$ cat config.mk
export PLATFORM = sky130hd
export DESIGN_NAME = carry_add_unit
export DESIGN_NICKNAME = d
export VERILOG_FILES = /design/src/rtl/carry_add_pkg.sv /design/src/rtl/cau_sum3.sv /design/src/rtl/cau_pack.sv /design/src/rtl/carry_add_unit.sv
export SDC_FILE = /design/constraint.sdc
export NUM_CORES = 1
export LEC_CHECK = 0
export CORE_ASPECT_RATIO = 1.2
export CORE_UTILIZATION = 51
export DETAILED_ROUTE_END_ITERATION = 8
export GPL_ROUTABILITY_DRIVEN = 0
export HOLD_SLACK_MARGIN = 0.03
export PLACE_DENSITY = 0.91
export SLEW_MARGIN = 15
export SYNTH_ARGS = -nofsm -noshare
export SYNTH_HDL_FRONTEND = slang
export SYNTH_SLANG_ARGS = --single-unit
$ cat constraint.sdc
create_clock -name clk -period 10.37 [get_ports clk]
set_input_delay 3.111 -clock clk [delete_from_list [all_inputs] [get_ports clk]]
set_output_delay 3.111 -clock clk [all_outputs]
set_load 0.02 [all_outputs]
$ cat src/rtl/carry_add_pkg.sv
package carry_add_pkg;

    typedef enum logic [1:0] {
        OP_PLAIN = 2'b00,
        OP_WIDE  = 2'b01,
        OP_CARRY = 2'b10,
        OP_RSVD  = 2'b11
    } cau_op_e;

    localparam int CARRY_W = 2;

endpackage

$ cat src/rtl/cau_sum3.sv
module cau_sum3 #(
    parameter int XLEN = 64
) (
    input  logic [XLEN-1:0]                  a,
    input  logic [XLEN-1:0]                  b,
    input  logic [XLEN-1:0]                  c,
    output logic [XLEN-1:0]                  sum,
    output logic [carry_add_pkg::CARRY_W-1:0] carry,
    output logic                             ovf
);
    localparam int UW = XLEN + carry_add_pkg::CARRY_W;

    logic [UW-1:0] usum;
    logic [2:0]    hi_signed;

    always_comb begin
        usum  = {2'b00, a} + {2'b00, b} + {2'b00, c};
        sum   = usum[XLEN-1:0];
        carry = usum[UW-1:XLEN];
        // upper bits of the signed sum: unsigned carry minus the sign weights of A and B
        hi_signed = {1'b0, carry} - {2'b00, a[XLEN-1]} - {2'b00, b[XLEN-1]};
        ovf   = hi_signed[2] ^ usum[XLEN-1];
    end

    always_comb begin
        AST_CARRY_RANGE: assert (carry != 2'd3);
        if (c <= {{(XLEN-1){1'b0}}, 1'b1}) begin
            AST_CARRY_BINARY: assert (carry <= 2'd1);
        end
    end

endmodule

$ cat src/rtl/cau_pack.sv
module cau_pack #(
    parameter int XLEN = 64
) (
    input  logic [1:0]                        op,
    input  logic [XLEN-1:0]                   sum,
    input  logic [carry_add_pkg::CARRY_W-1:0] carry,
    input  logic                              ovf,
    output logic [XLEN+1:0]                   res
);
    import carry_add_pkg::*;

    localparam int RW = XLEN + 2;

    always_comb begin
        res = '0;
        case (cau_op_e'(op))
            OP_PLAIN: res = {2'b00, sum};
            OP_WIDE:  res = {ovf, |carry, sum};
            OP_CARRY: res = {{(RW-CARRY_W){1'b0}}, carry};
            default:  res = '0;
        endcase
    end

endmodule

$ cat src/rtl/carry_add_unit.sv
module carry_add_unit #(
    parameter int XLEN = 64
) (
    input  logic            clk,
    input  logic            rst_n,
    input  logic            in_valid,
    input  logic [1:0]      in_op,
    input  logic [XLEN-1:0] in_a,
    input  logic [XLEN-1:0] in_b,
    input  logic [XLEN-1:0] in_c,
    output logic            out_valid,
    output logic [XLEN+1:0] out_result,
    output logic            out_zero
);
    import carry_add_pkg::*;

    localparam int RW = XLEN + 2;

    typedef struct packed {
        logic          valid;
        logic [RW-1:0] result;
    } cau_state_t;

    cau_state_t st_d, st_q;

    logic [XLEN-1:0]    sum_w;
    logic [CARRY_W-1:0] carry_w;
    logic               ovf_w;
    logic [RW-1:0]      packed_w;

    cau_sum3 #(.XLEN(XLEN)) u_sum3 (
        .a     (in_a),
        .b     (in_b),
        .c     (in_c),
        .sum   (sum_w),
        .carry (carry_w),
        .ovf   (ovf_w)
    );

    cau_pack #(.XLEN(XLEN)) u_pack (
        .op    (in_op),
        .sum   (sum_w),
        .carry (carry_w),
        .ovf   (ovf_w),
        .res   (packed_w)
    );

    always_comb begin
        st_d       = st_q;
        st_d.valid = in_valid;
        if (in_valid) begin
            st_d.result = packed_w;
        end
    end

    always_ff @(posedge clk) begin
        if (!rst_n) begin
            st_q <= '0;
        end else begin
            st_q <= st_d;
        end
    end

    assign out_valid  = st_q.valid;
    assign out_result = st_q.result;
    assign out_zero   = ~|st_q.result[XLEN-1:0];

    AST_VALID_RISE: assert property (@(posedge clk) disable iff (!rst_n)
        in_valid |=> out_valid);
    AST_VALID_FALL: assert property (@(posedge clk) disable iff (!rst_n)
        !in_valid |=> !out_valid);
    AST_RESULT_HOLD: assert property (@(posedge clk) disable iff (!rst_n)
        !in_valid |=> $stable(out_result));
    AST_SUM_LOW: assert property (@(posedge clk) disable iff (!rst_n)
        (in_valid && (in_op == OP_PLAIN || in_op == OP_WIDE))
        |=> out_result[XLEN-1:0] == $past(in_a + in_b + in_c));
    AST_PLAIN_CLEAR: assert property (@(posedge clk) disable iff (!rst_n)
        (in_valid && in_op == OP_PLAIN) |=> out_result[RW-1:XLEN] == 2'b00);
    AST_CARRY_UPPER: assert property (@(posedge clk) disable iff (!rst_n)
        (in_valid && in_op == OP_CARRY) |=> out_result[RW-1:CARRY_W] == '0);
    AST_RSVD_ZERO: assert property (@(posedge clk) disable iff (!rst_n)
        (in_valid && in_op == OP_RSVD) |=> out_result == '0);

endmodule

==> summary.txt <==
Initial antenna violation count -> 0
Final setup violating endpoints -> 0
Initial DRC count -> 831
Reg2reg end -> out_result[22]
Final Critical Period -> 9.166 ns
Die Y -> 153.1 um
CTS sink cnt -> 67
Post-CTS sizing -> 0
Ys async rst share -> 0%
Critical R2R Launch -> out_result[22]
Mapped cell area -> 9702 um^2
Ant. Diodes -> 0
Mean post-synth cell area -> 7.627 um^2
Clock buffer depth -> 2
GRT Residual Overflow -> 0
CP Launch Type -> primary input
Layout Skew -> 0 ns
P_leak -> 5.471 nW
Layout fillers -> 1490
Max Transition Viols Final -> 0
# hold bufs at CTS -> 0
Die area -> 19580 um^2
Total power -> 1.877 mW
Drt pass-1 iters -> 6
Unrepaired setup endpoints after global routing -> no
Pin slew with the least headroom to its limit -> 0.7839 ns
Num CTS Buffers -> 9
Setup_tns -> 0 ns
Worst reg2reg path depth -> 2
Worst Setup End Kind -> flop
Worst-Skew Late Latency -> 0.33 ns
Number of remaining DRC errors -> 0
HPWL after detailed placement -> 25470 um
Port Buf Inserts -> 264
Final Cell Area -> 12750 um^2
Synth warnings -> 0
WS Path Type -> in2reg
Post-synthesis sequential area ratio -> 13.83%
Rel. slew slack -> 47.05%
Most used DFF post-synth -> dfxtp_1
R2R Setup Slk -> 9.51 ns
Post-DRT Antenna Nets -> 0
Pwr Density -> 147.1 nW/um^2
Fmax -> 109.1 MHz
Area post-placement -> 12420 um^2
Final period utilization -> 88.39%
Final Hold Viols -> 0
Routed vias/inst -> 6.196
VDD IR max -> 0.07795 mV
CTS clock-pin slew for the worst setup and hold paths -> 0.05 ns
Post-CTS Setup Inserts -> 0
Final wirelength -> 30890 um
CP Launch Point -> in_a[10]
Worst hold path type -> reg2reg
Hold_ws -> 0.4627 ns
Worst setup path end -> out_result[65]
Syn-to-layout area delta -> 31.45%
Flop and latch count out of synthesis -> 67
Final nets -> 1828
Syn Nets -> 1601
Root buffer cell -> clkbuf_16
EDFF count, synth -> 0
Vias in the first global route -> 10390
Core Region -> 18380 um^2
Number of distinct library cells after synthesis -> 84
Worst EP required -> 10.59 ns
Share of cells above drive strength 1 -> 3.324%
Initial Util -> 52.79%
DIE WIDTH -> 127.9 um
WP data arrival -> 9.39 ns
Wire per inst -> 17.59 um
Largest net degree at the start of global routing -> 49
Status -> finished clean
FP Rows -> 54
CTS tree -> yes
First-pass GRT wire length -> 49470 um
I/O Pins -> 265
Post-Synthesis Cells -> 1272
Max_cap viols -> 0
Via count -> 10880
H-tree level count -> 3
Storage cell area -> 1341 um^2
Total track usage -> 30.72%
Worst Path Max Fanout -> 8
Multi-input gate area -> 7986 um^2
-- flip-flops by register name, indices dropped and copies added (netlist names) --
| name | flops |
|---|---|
| out_result | 66 |
| out_valid | 1 |
-- critical path, stage by stage --
cell and delay [ns]:
clkdlybuf4s50_1 0.42, ha_1 0.41, a21oi_1 0.20, o21ai_0 0.17, o21ai_0 0.27, nand3_1 0.31
a21boi_1 0.35, o21ai_0 0.19, a221o_1 0.38, a21oi_1 0.26, o21ai_1 0.15, a21oi_1 0.24
xnor2_1 0.18, ha_1 0.33, nand2_1 0.22, o21ai_0 0.18, a21o_1 0.21, a21oi_1 0.12
o21ai_0 0.09, a21o_1 0.21, nor3_1 0.29, or3_1 0.21, a21boi_0 0.09, o31ai_1 0.39
nand4b_1 0.17, xnor2_1 0.16, o21ai_1 0.07
-- metrics by stage --
step / util (%) / setup slack, ns / cells
after floorplan: - / 2.211 / 1272
after global placement: 67.61 / 1.137 / 1740
after detailed placement: 67.61 / 0.9893 / 1740
after CTS: 69.40 / 1.300 / 1756
after global routing: 69.40 / 0.8237 / 1756
final: 69.40 / 1.204 / 1756
-- kinds of logic after synthesis --
family / synth area share [%]
and+or+nand+nor: 20.57
buffers and inverters: 3.882
DFF: 13.83
muxes: 0.1032
xor gates and xnor gates: 10.74
adders and majority gates: 17.18
AOI/OAI and AO/OA: 33.70
-- cells in the final DEF (no fill, tap or decap), drive strengths merged, types with 4 or more instances in the layout --
cell type	n
buf	4
and2	43
nor2b	23
a21boi	6
a21oi	133
inv	29
o21ai	86
a2111oi	6
or3	6
nand3	27
and3	15
nand4	29
a31oi	16
nand2b	16
a221o	5
a211oi	10
or2	6
clkbuf	12
nor2	66
ha	130
a41oi	5
a21o	80
dfxtp	67
o31ai	6
xor2	54
o211ai	10
a31o	4
a22o	46
o21bai	19
o21a	12
clkdlybuf4s50	264
nor4	21
a22oi	4
nor3	15
xnor2	65
nand2	113
-- synth_stat cells, types with 13 or more instances --
master | number | share of area, %
nand3_1 | 27 | 1.4
a22o_1 | 46 | 4.2
clkbuf_1 | 41 | 1.6
and2_1 | 40 | 2.6
ha_1 | 130 | 17
nand2b_1 | 16 | 1.0
xnor2_1 | 65 | 5.9
nor2_1 | 66 | 2.6
o21ai_0 | 80 | 4.1
nor4_1 | 21 | 1.4
nor3_1 | 14 | 0.72
dfxtp_1 | 67 | 14
inv_1 | 28 | 1.1
nor2b_1 | 23 | 1.5
and3_1 | 13 | 0.84
xor2_1 | 54 | 4.9
nand4_1 | 27 | 1.7
a31oi_1 | 16 | 1.0
o21bai_1 | 18 | 1.4
nand2_1 | 113 | 4.4
a21o_1 | 79 | 6.1
a21oi_1 | 131 | 6.8
-- worst min path at each step --
| stage | depth (start not counted) | endpoint | startpoint |
|---|---|---|---|
| floorplan | 2 | out_result[65] | out_result[65] |
| finish | 1 | out_result[64] | out_result[64] |
| detailed placement | 1 | out_result[64] | out_result[64] |
| global route | 1 | out_result[64] | out_result[64] |
| CTS | 1 | out_result[64] | out_result[64] |
| global placement | 1 | out_result[64] | out_result[64] |
-- layout make-up --
type | count | area share (%)
clock buffer | 12 | 2.011
sequential | 67 | 10.52
inverter | 29 | 0.8535
clock inverter | 4 | 0.5690
multi-input combinational | 1124 | 62.62
timing repair buffer | 268 | 20.96
tap | 252 | 2.472
-- metal layers --
layer,track usage [%],share of wire [%],up-vias
met3,3.745,6.7,106
li1,-,-,5234
met1,35.03,40,4992
met5,0,0,-
met4,16.58,5.5,0
met2,55.12,48,548
-- report_power, final --
part	switching (mW)	internal, mW
combinational	0.679	0.543
clock	0.110	0.223
sequential	0.0314	0.290
total	0.820	1.06
(Power assumes the default switching activity.)
